`config.mk`:
```
export PLATFORM = sky130hd
export DESIGN_NAME = acpi_sleep_decoder
export DESIGN_NICKNAME = d
export VERILOG_FILES = /design/src/rtl/acpi_dec_pkg.sv /design/src/rtl/acpi_sync.sv /design/src/rtl/acpi_code_filter.sv /design/src/rtl/acpi_state_fsm.sv /design/src/rtl/acpi_sleep_decoder.sv
export SDC_FILE = /design/constraint.sdc
export NUM_CORES = 1
export LEC_CHECK = 0
export BUFFER_PORTS_ARGS = -buffer_cell sky130_fd_sc_hd__buf_2
export CAP_MARGIN = 20
export CELL_PAD_IN_SITES_DETAIL_PLACEMENT = 1
export CELL_PAD_IN_SITES_GLOBAL_PLACEMENT = 2
export CORE_MARGIN = 2
export CORE_UTILIZATION = 40
export DETAILED_ROUTE_END_ITERATION = 8
export GPL_TIMING_DRIVEN = 0
export PLACE_DENSITY = 0.89
export SKIP_CTS_REPAIR_TIMING = 1
export SLEW_MARGIN = 5
export SYNTH_ARGS = -nofsm -noshare
export SYNTH_HDL_FRONTEND = slang
export SYNTH_SLANG_ARGS = --single-unit
```
`constraint.sdc`:
```
create_clock -name clk_i -period 4 [get_ports clk_i]
set_input_delay 0.8 -clock clk_i [delete_from_list [all_inputs] [get_ports clk_i]]
set_output_delay 0.8 -clock clk_i [all_outputs]
set_load 0.03 [all_outputs]
```
`src/rtl/acpi_dec_pkg.sv`:
```
package acpi_dec_pkg;

    typedef enum logic [1:0] {
        ST_S0 = 2'd0,
        ST_S3 = 2'd1,
        ST_S5 = 2'd2
    } pwr_state_e;

    typedef enum logic [1:0] {
        SRC_OFF  = 2'b00,
        SRC_MAIN = 2'b01,
        SRC_STBY = 2'b10
    } rail_src_e;

    localparam int CODE_W = 3;

    // bit positions inside the control code
    localparam int BIT_PG = 2;
    localparam int BIT_S3 = 1;
    localparam int BIT_S5 = 0;

    function automatic logic [2:0] state_onehot(input pwr_state_e st);
        logic [2:0] oh;
        oh = 3'b000;
        case (st)
            ST_S0:   oh = 3'b001;
            ST_S3:   oh = 3'b010;
            default: oh = 3'b100;
        endcase
        return oh;
    endfunction

endpackage

```
`src/rtl/acpi_sync.sv`:
```
module acpi_sync #(
    parameter int          WIDTH   = 3,
    parameter int          STAGES  = 2,
    parameter logic [WIDTH-1:0] RST_VAL = '1
) (
    input  logic             clk_i,
    input  logic             rst_ni,
    input  logic [WIDTH-1:0] async_i,
    output logic [WIDTH-1:0] sync_o
);

    logic [WIDTH-1:0] stage_q [STAGES];

    for (genvar g = 0; g < STAGES; g++) begin : g_stage
        logic [WIDTH-1:0] stage_d;
        if (g == 0) begin : g_first
            assign stage_d = async_i;
        end else begin : g_next
            assign stage_d = stage_q[g-1];
        end
        always_ff @(posedge clk_i or negedge rst_ni) begin
            if (!rst_ni) stage_q[g] <= RST_VAL;
            else         stage_q[g] <= stage_d;
        end
    end

    assign sync_o = stage_q[STAGES-1];

endmodule

```
`src/rtl/acpi_code_filter.sv`:
```
module acpi_code_filter #(
    parameter int WIDTH      = 3,
    parameter int STABLE_CYC = 8
) (
    input  logic             clk_i,
    input  logic             rst_ni,
    input  logic [WIDTH-1:0] code_i,
    output logic [WIDTH-1:0] code_o,
    output logic             vld_o
);

    localparam int CNT_W = $clog2(STABLE_CYC + 1);
    localparam logic [CNT_W-1:0] CNT_LIM = CNT_W'(STABLE_CYC - 1);

    typedef struct packed {
        logic [WIDTH-1:0] cand;
        logic [CNT_W-1:0] cnt;
        logic [WIDTH-1:0] code;
        logic             vld;
    } filt_t;

    filt_t filt_d, filt_q;

    always_comb begin
        filt_d = filt_q;
        if (code_i != filt_q.cand) begin
            filt_d.cand = code_i;
            filt_d.cnt  = '0;
        end else if (filt_q.cnt != CNT_LIM) begin
            filt_d.cnt = filt_q.cnt + 1'b1;
        end else begin
            filt_d.code = filt_q.cand;
            filt_d.vld  = 1'b1;
        end
    end

    always_ff @(posedge clk_i or negedge rst_ni) begin
        if (!rst_ni) begin
            filt_q.cand <= '1;
            filt_q.cnt  <= '0;
            filt_q.code <= '1;
            filt_q.vld  <= 1'b0;
        end else begin
            filt_q <= filt_d;
        end
    end

    assign code_o = filt_q.code;
    assign vld_o  = filt_q.vld;


    code_only_after_window_chk: assert property (@(posedge clk_i) disable iff (!rst_ni)
        !$stable(filt_q.code) |-> ($past(filt_q.cnt) == CNT_LIM));


    cnt_in_range_chk: assert property (@(posedge clk_i) disable iff (!rst_ni)
        filt_q.cnt <= CNT_LIM);

endmodule

```
`src/rtl/acpi_state_fsm.sv`:
```
module acpi_state_fsm
    import acpi_dec_pkg::*;
(
    input  logic              clk_i,
    input  logic              rst_ni,
    input  logic [CODE_W-1:0] code_i,
    input  logic              vld_i,
    input  logic              fault_off_i,
    output pwr_state_e        state_o,
    output logic [2:0]        state_oh_o,
    output logic              chg_o,
    output rail_src_e         dual_o,
    output rail_src_e         mem_o
);

    typedef struct packed {
        pwr_state_e state;
        logic       seeded;
        logic [2:0] oh;
        logic       chg;
        rail_src_e  dual;
        rail_src_e  mem;
    } fsm_t;

    fsm_t fsm_d, fsm_q;
    pwr_state_e nxt_state;
    logic       code_sleep3;
    logic       main_ok;

    always_comb begin
        code_sleep3 = code_i[BIT_S5] && !(code_i[BIT_PG] && code_i[BIT_S3]);
        main_ok     = code_i[BIT_PG] && code_i[BIT_S3];

        nxt_state = fsm_q.state;
        if (vld_i) begin
            if (main_ok && code_i[BIT_S5]) begin
                nxt_state = ST_S0;
            end else if (code_sleep3) begin
                if (fsm_q.seeded && fsm_q.state == ST_S5) nxt_state = ST_S5;
                else                                     nxt_state = ST_S3;
            end else begin
                nxt_state = ST_S5;
            end
        end

        fsm_d        = fsm_q;
        fsm_d.state  = nxt_state;
        fsm_d.seeded = fsm_q.seeded | vld_i;
        fsm_d.oh     = state_onehot(nxt_state);
        fsm_d.chg    = (nxt_state != fsm_q.state);

        if (fault_off_i || !(fsm_q.seeded | vld_i)) begin
            fsm_d.dual = SRC_OFF;
            fsm_d.mem  = SRC_OFF;
        end else begin
            fsm_d.dual = main_ok ? SRC_MAIN : SRC_STBY;
            case (nxt_state)
                ST_S0:   fsm_d.mem = SRC_MAIN;
                ST_S3:   fsm_d.mem = SRC_STBY;
                default: fsm_d.mem = SRC_OFF;
            endcase
        end
    end

    always_ff @(posedge clk_i or negedge rst_ni) begin
        if (!rst_ni) begin
            fsm_q.state  <= ST_S5;
            fsm_q.seeded <= 1'b0;
            fsm_q.oh     <= 3'b100;
            fsm_q.chg    <= 1'b0;
            fsm_q.dual   <= SRC_OFF;
            fsm_q.mem    <= SRC_OFF;
        end else begin
            fsm_q <= fsm_d;
        end
    end

    assign state_o    = fsm_q.state;
    assign state_oh_o = fsm_q.oh;
    assign chg_o      = fsm_q.chg;
    assign dual_o     = fsm_q.dual;
    assign mem_o      = fsm_q.mem;


    no_s5_to_s3_chk: assert property (@(posedge clk_i) disable iff (!rst_ni)
        (fsm_q.seeded && fsm_q.state == ST_S5) |=> (fsm_q.state != ST_S3));


    mem_main_only_s0_chk: assert property (@(posedge clk_i) disable iff (!rst_ni)
        (fsm_q.mem == SRC_MAIN) |-> (fsm_q.state == ST_S0));


    mem_off_in_s5_chk: assert property (@(posedge clk_i) disable iff (!rst_ni)
        (fsm_q.state == ST_S5) |-> (fsm_q.mem == SRC_OFF));


    chg_marks_change_chk: assert property (@(posedge clk_i) disable iff (!rst_ni)
        fsm_q.chg |-> (fsm_q.state != $past(fsm_q.state)));


    change_has_pulse_chk: assert property (@(posedge clk_i) disable iff (!rst_ni)
        (fsm_q.state != $past(fsm_q.state)) |-> fsm_q.chg);


    fault_rails_off_chk: assert property (@(posedge clk_i) disable iff (!rst_ni)
        fault_off_i |=> (fsm_q.dual == SRC_OFF && fsm_q.mem == SRC_OFF));


    fault_keeps_state_chk: assert property (@(posedge clk_i) disable iff (!rst_ni)
        (fault_off_i && !vld_i) |=> $stable(fsm_q.state));


    onehot_state_chk: assert property (@(posedge clk_i) disable iff (!rst_ni)
        $onehot0(fsm_q.oh) && fsm_q.oh != 3'b000);

endmodule

```
`src/rtl/acpi_sleep_decoder.sv`:
```
module acpi_sleep_decoder
    import acpi_dec_pkg::*;
#(
    parameter int SYNC_STAGES = 2,
    parameter int STABLE_CYC  = 8
) (
    input  logic       clk_i,
    input  logic       rst_ni,
    input  logic       ctl_pg_i,
    input  logic       ctl_s3_i,
    input  logic       ctl_s5_i,
    input  logic       fault_off_i,
    output logic [1:0] state_o,
    output logic [2:0] state_oh_o,
    output logic       state_chg_o,
    output logic [1:0] dual_src_o,
    output logic [1:0] mem_src_o
);

    logic [CODE_W-1:0] raw_code;
    logic [CODE_W-1:0] sync_code;
    logic [CODE_W-1:0] filt_code;
    logic              filt_vld;
    pwr_state_e        st;
    rail_src_e         dual_src;
    rail_src_e         mem_src;

    assign raw_code = {ctl_pg_i, ctl_s3_i, ctl_s5_i};

    acpi_sync #(
        .WIDTH   (CODE_W),
        .STAGES  (SYNC_STAGES),
        .RST_VAL ({CODE_W{1'b1}})
    ) u_sync (
        .clk_i   (clk_i),
        .rst_ni  (rst_ni),
        .async_i (raw_code),
        .sync_o  (sync_code)
    );

    acpi_code_filter #(
        .WIDTH      (CODE_W),
        .STABLE_CYC (STABLE_CYC)
    ) u_filter (
        .clk_i  (clk_i),
        .rst_ni (rst_ni),
        .code_i (sync_code),
        .code_o (filt_code),
        .vld_o  (filt_vld)
    );

    acpi_state_fsm u_fsm (
        .clk_i       (clk_i),
        .rst_ni      (rst_ni),
        .code_i      (filt_code),
        .vld_i       (filt_vld),
        .fault_off_i (fault_off_i),
        .state_o     (st),
        .state_oh_o  (state_oh_o),
        .chg_o       (state_chg_o),
        .dual_o      (dual_src),
        .mem_o       (mem_src)
    );

    assign state_o    = st;
    assign dual_src_o = dual_src;
    assign mem_src_o  = mem_src;


    unused_code_rails_chk: assert property (@(posedge clk_i) disable iff (!rst_ni)
        (mem_src_o == SRC_OFF && dual_src_o == SRC_MAIN) |-> (state_o == ST_S5));

endmodule

```
Word-level counts from Yosys, hierarchy flattened
Cells that the tools add are included.
Word-level totals
  register bits: 28
  output and inout bits: 10
  memories: 0
  memory bits (read-only): 0
  logic and storage cells: 41
  memory bits (writable): 0
  bits in latches: 0
  input port bits: 6
Cells by class
  $lt $le $gt $ge: 0
  bitwise operators: 3
  shift-type cells: 0
  reduce and logical (&&, ||, !) cells: 10
  div/mod/pow operators: 0
  equal/unequal tests: 5
  $add $sub $neg: 1
  muxes and demuxes: 10
  $mul: 0
Operators with widths (number)
  2-to-1 mux 4 bit: 3
  2-to-1 mux 2 bit: 5
  case mux 3 bit (2 select lines): 1
  adder 4 x 1 -> 4 bit, second input constant: 1
  logical AND 1 bit: 4
  != test 4 x 3 -> 1 bit, second input constant: 1
  case mux 2 bit (2 select lines): 1
  != test 3 bit: 1
  == test 2 x 1 -> 1 bit, second input constant: 1
  == test 2 bit, second input constant: 1
  logical NOT 1 bit: 2
  logical NOT 2 bit: 1
  != test 2 bit: 1
  inverter 1 bit: 2
  AND reduction 2 bit: 1
  nonzero test 2 bit: 1
  logical OR 1 bit: 1
  bitwise OR 1 bit: 1

Depth between registers and ports, before layout
  depth after elaboration: 9
  depth in mapped cells: 4
  mapped depth without buffers: 4

By module
From an unflattened synthesis, not the netlist that was laid out.
Second synthesis, totals
  cell total of the unflattened synthesis: 97
  area, all modules: 1222.4 um^2
By module, submodules not included
  acpi_state_fsm: cells each 52, area each 570.5 um^2, seq. area each 277.8 um^2, instances 1
  acpi_code_filter: cells each 39, area each 494.2 um^2, seq. area each 282.8 um^2, instances 1
  acpi_sync: cells each 6, area each 157.7 um^2, seq. area each 157.7 um^2, instances 1

Worst setup path before layout
No wires, ideal clock.
  path kind: register -> register
  start point: reg u_filter.filt_q[4] (netlist name)
  end point: reg u_filter.filt_q (netlist bit u_filter.code_o[0])
  setup time: 0.082 ns
  cell stages (with the launch flop): 5
  data required time: 3.918 ns
  period minus slack after synthesis: 1.502 ns
  path buffers: 0
  slack: 2.498 ns
  arrival time: 1.420 ns
  cells stage by stage: dfrtp_1 > ha_1 > nand3b_4 > nor4_4 > mux2_2
On the way
  longest elaborated chain between the ends: 3
RTL lines
  from (decl): RTL line acpi_code_filter.sv:22  | filt_t filt_d, filt_q;
  from (signal assigned): RTL line acpi_code_filter.sv:44  | filt_q <= filt_d;
  != test 4 x 3 -> 1 bit: RTL line acpi_code_filter.sv:29  | end else if (filt_q.cnt != CNT_LIM) begin
  inverter 1 bit (no source line)
  AND reduction 2 bit (no source line)
No other way between the ends.
A chain may end at the register's enable or synchronous reset.

Worst setup path in the final report
  start point: reg u_fsm.fsm_q (netlist bit u_fsm.state_o[1])
  end point: out state_o[1]
RTL lines
  from (decl): RTL line acpi_state_fsm.sv:25  | fsm_t fsm_d, fsm_q;
  from (signal assigned): RTL line acpi_state_fsm.sv:74  | fsm_q <= fsm_d;
  to (decl): RTL line acpi_sleep_decoder.sv:13  | output logic [1:0] state_o,
No word-level cell between the ends.

==> metrics.yaml <==
yosys:
  synth_area_leaders: "dfstp_2, dfrtp_1, buf_4, mux2_2, nor2_1"
  synth_warnings: 0
  synth_ff_type: "dfstp_2"
  synth-edff-count: 0
  syn_area_um2: 1130
  synth_compound_area_share_pct: 4.30
  yosysUniqueCellTypes: 29
  synthCells: 86
  synth_top_area_share_pct: 32.5
  synth_largest_area_cell: "dfstp_2"
  yosys.area_share.simple_pct: 13.7
  synth_fa_ha_area_share_pct: 1.10
  async_flop_share_pct: 100
  syn_area_per_cell_um2: 13.2
  synthXorXnorAreaFrac_pct: 3.86
  muxShareOfSynthArea_pct: 5.74
  mappedNetlistNets: 93
  synth_top_family_by_area: "simple AND/OR/NAND/NOR gates"
  ys_ff_latch: 28
  yosysSeqAreaShare_pct: 63.4
sta:
  fmaxAchievable_ghz: 0.499
  setup-tns-final_ns: 0
  maxSlewViolCount: 0
  min_period_ns: 2.00
  tightest_slew_ns: 0.580
  fin_crit_sh_pct: 50.1
  clock_skew_ns: 0.00439
  finalWorstSetupSlack_ns: 2.00
  slew-limit-headroom_pct: 61.3
  finalHoldViolations: 0
  rsz0062_at_grt: "false"
  finalSetupViolations: 0
grt:
  antenna_found_initial: 0
  overflow: 0
  grt_max_degree: 29
  grt_pass1_vias: 695
  grt_usage_pct: 12.9
  grt_pass1_wl_mm: 3.08
floorplanning:
  core_area_um2: 2730
  die-area_um2: 3280
  rows: 19
  ios: 16
  initial_utilization_pct: 41.5
  die_h_um: 57.2
  die_x_um: 57.2
cts:
  cts_made_buffers: 3
  clk_pin_slew_ns: 0.14
  root_buffer: "clkbuf_4"
  cts_tree: "done"
  clockBufferDepth: 2
  ctsHtreeMaxLevel: 1
  clock_sinks: 28
  clock_latency_ns: 0.32
worst_setup_path:
  worstSetupPathType: "reg2out"
  cp_slowest_cell: "dfstp_2"
  crit_path_max_fanout: 5
  critPathCaptureType: "output port"
  critPathLaunchType: "register"
  path_cells: "buf_4 > buf_2"
  worstPathArrival_ns: 1.20
  reg2reg_from: "u_filter.filt_q[4]$_DFFE_PN0N_"
  r2r_slack_ns: 2.36
  reg2reg_to: "u_filter.code_o[2]$_DFFE_PN1P_"
  endpoint: "state_o[1]"
  crit_path_max_incr_delay_ns: 0.59
  required_ns: 3.20
  startpoint: "u_fsm.state_o[1]$_DFF_PN1_"
  reg2reg_depth: 4
detailed_routing:
  via_per_inst: 4.86
  drcViolationCount: 0
  vias: 661
  top_layer_used: "met4"
  wl_met3_um: 61
  finalWirelength_mm: 1.78
  wl_met1_um: 805
  drt-initial-drc-count: 15
  drt-wirelength-per-cell_um: 13.1
  dr_wl_met2_um: 876
  antenna_left: 0
  first_pass_iters: 2
placement:
  numPortBuffers: 15
  place_hpwl_mm: 1.33
  place_ws_ns: 2.36
  gp_congestion: 0.733
worst_hold_path:
  hp-class: "reg2reg"
job:
  maxCapViolations: 0
pwr:
  cellPowerDensity_nw_per_um2: 350
  ir_drop_mv: 0.252
  p_leak_nw: 0.651
final_layout:
  antenna_cells: 0
  fillers: 305
  num-nets-final: 113
  drive_gt1_share_pct: 47.6
  area_growth_pct: 13.2
  fin_util_pct: 47.0
status:
  status: "finished, final reports clean"
per-stage QoR:
step / hold WS [ns] / cells / power (mW) / area (um^2)
2_1_floorplan: 0.345 / 86 / 0.309 / 1130
3_3_place_gp: 0.347 / 132 / 0.317 / 1250
3_5_place_dp: 0.351 / 132 / 0.319 / 1250
4_1_cts: 0.371 / 136 / 0.455 / 1280
5_1_grt: 0.373 / 136 / 0.473 / 1280
6_report: 0.369 / 136 / 0.449 / 1280
registers in the layout (all words and copies together), names as in the netlist:
register / cells
u_fsm.dual_o: 2
u_fsm.state_o: 2
u_filter.vld_o: 1
u_fsm.state_oh_o: 3
u_filter.code_o: 3
u_fsm.chg_o: 1
u_fsm.fsm_q: 1
u_sync.sync_o: 3
u_filter.filt_q: 7
u_sync.g_stage.stage_d: 3
u_fsm.mem_o: 2
layout make-up:
class                           instances  area [um^2]  area share, %
Inverter                                2         7.51          0.585
Buffer                                 13         82.6           6.43
Clock buffer                            4         36.3           2.83
Timing Repair Buffer                   15         75.1           5.85
Sequential cell                        28          718           55.9
Tap cell                               31         38.8           3.02
Multi-Input combinational cell         43          325           25.3
where the power goes:
part	leakage, nW	switching [mW]	internal, mW	total, mW
Combinational	0.294	0.0108	0.00570	0.0165
Sequential	0.336	0.00348	0.293	0.296
Clock	0.0210	0.0805	0.0557	0.136
Total	0.651	0.0949	0.354	0.449
layout by cell type (no fill, tap or decap), drive strengths merged:
master,n
buf,24
dfstp,14
dfrtp,14
clkbuf,8
nor2,7
mux2,4
nand3,3
xor2,3
nand2,2
inv,2
o22ai,2
or2,2
nand4,2
xnor2,2
mux2i,2
nand3b,2
and3,1
nand2b,1
nor3b,1
a41oi,1
o31ai,1
nor2b,1
o311a,1
a21oi,1
nor4,1
or3,1
o21ai,1
ha,1
Yosys cell counts (2+ instances only):
| library cell | number |
|---|---|
| dfrtp_1 | 14 |
| dfstp_2 | 14 |
| buf_4 | 9 |
| nor2_1 | 7 |
| clkbuf_1 | 4 |
| mux2_2 | 4 |
| nand3_1 | 3 |
| xor2_1 | 3 |
| inv_1 | 2 |
| mux2i_1 | 2 |
| nand2_1 | 2 |
| nand4_1 | 2 |
| o22ai_1 | 2 |
| or2_2 | 2 |
| xnor2_1 | 2 |
routing by layer:
| layer | vias up | track usage, % |
|---|---|---|
| met4 | 0 | 7.64 |
| met3 | 4 | 2.72 |
| met5 | - | 0 |
| met2 | 12 | 20.9 |
| li1 | 321 | - |
| met1 | 324 | 15.9 |
critical path: cells and delay by family, from the launching register on:
| family | cells | cell delay [ns] |
|---|---|---|
| buf+inv | 2 | 0.29 |
| flops | 1 | 0.59 |
cell families (layout without fill, tap and decap cells):
kind of cell,after synthesis,in the layout
buffers and inverters,15,34
AOI/OAI and AO/OA,7,7
DFF,28,28
and+or+nand+nor,24,24
muxes,6,6
xor gates and xnor gates,5,5
adders and majority gates,1,1
worst min path at each step:
stage	from	cells after the start	endpoint
after floorplan	u_sync.g_stage[1].stage_d[0]$_DFF_PN1_	0	u_sync.sync_o[0]$_DFF_PN1_
after global placement	u_sync.g_stage[1].stage_d[2]$_DFF_PN1_	0	u_sync.sync_o[2]$_DFF_PN1_
after detailed placement	u_sync.g_stage[1].stage_d[2]$_DFF_PN1_	0	u_sync.sync_o[2]$_DFF_PN1_
after CTS	u_sync.g_stage[1].stage_d[2]$_DFF_PN1_	0	u_sync.sync_o[2]$_DFF_PN1_
after global routing	u_sync.g_stage[1].stage_d[2]$_DFF_PN1_	0	u_sync.sync_o[2]$_DFF_PN1_
final	u_sync.g_stage[1].stage_d[2]$_DFF_PN1_	0	u_sync.sync_o[2]$_DFF_PN1_
No activity file was read; power rests on OpenSTA's default activity.
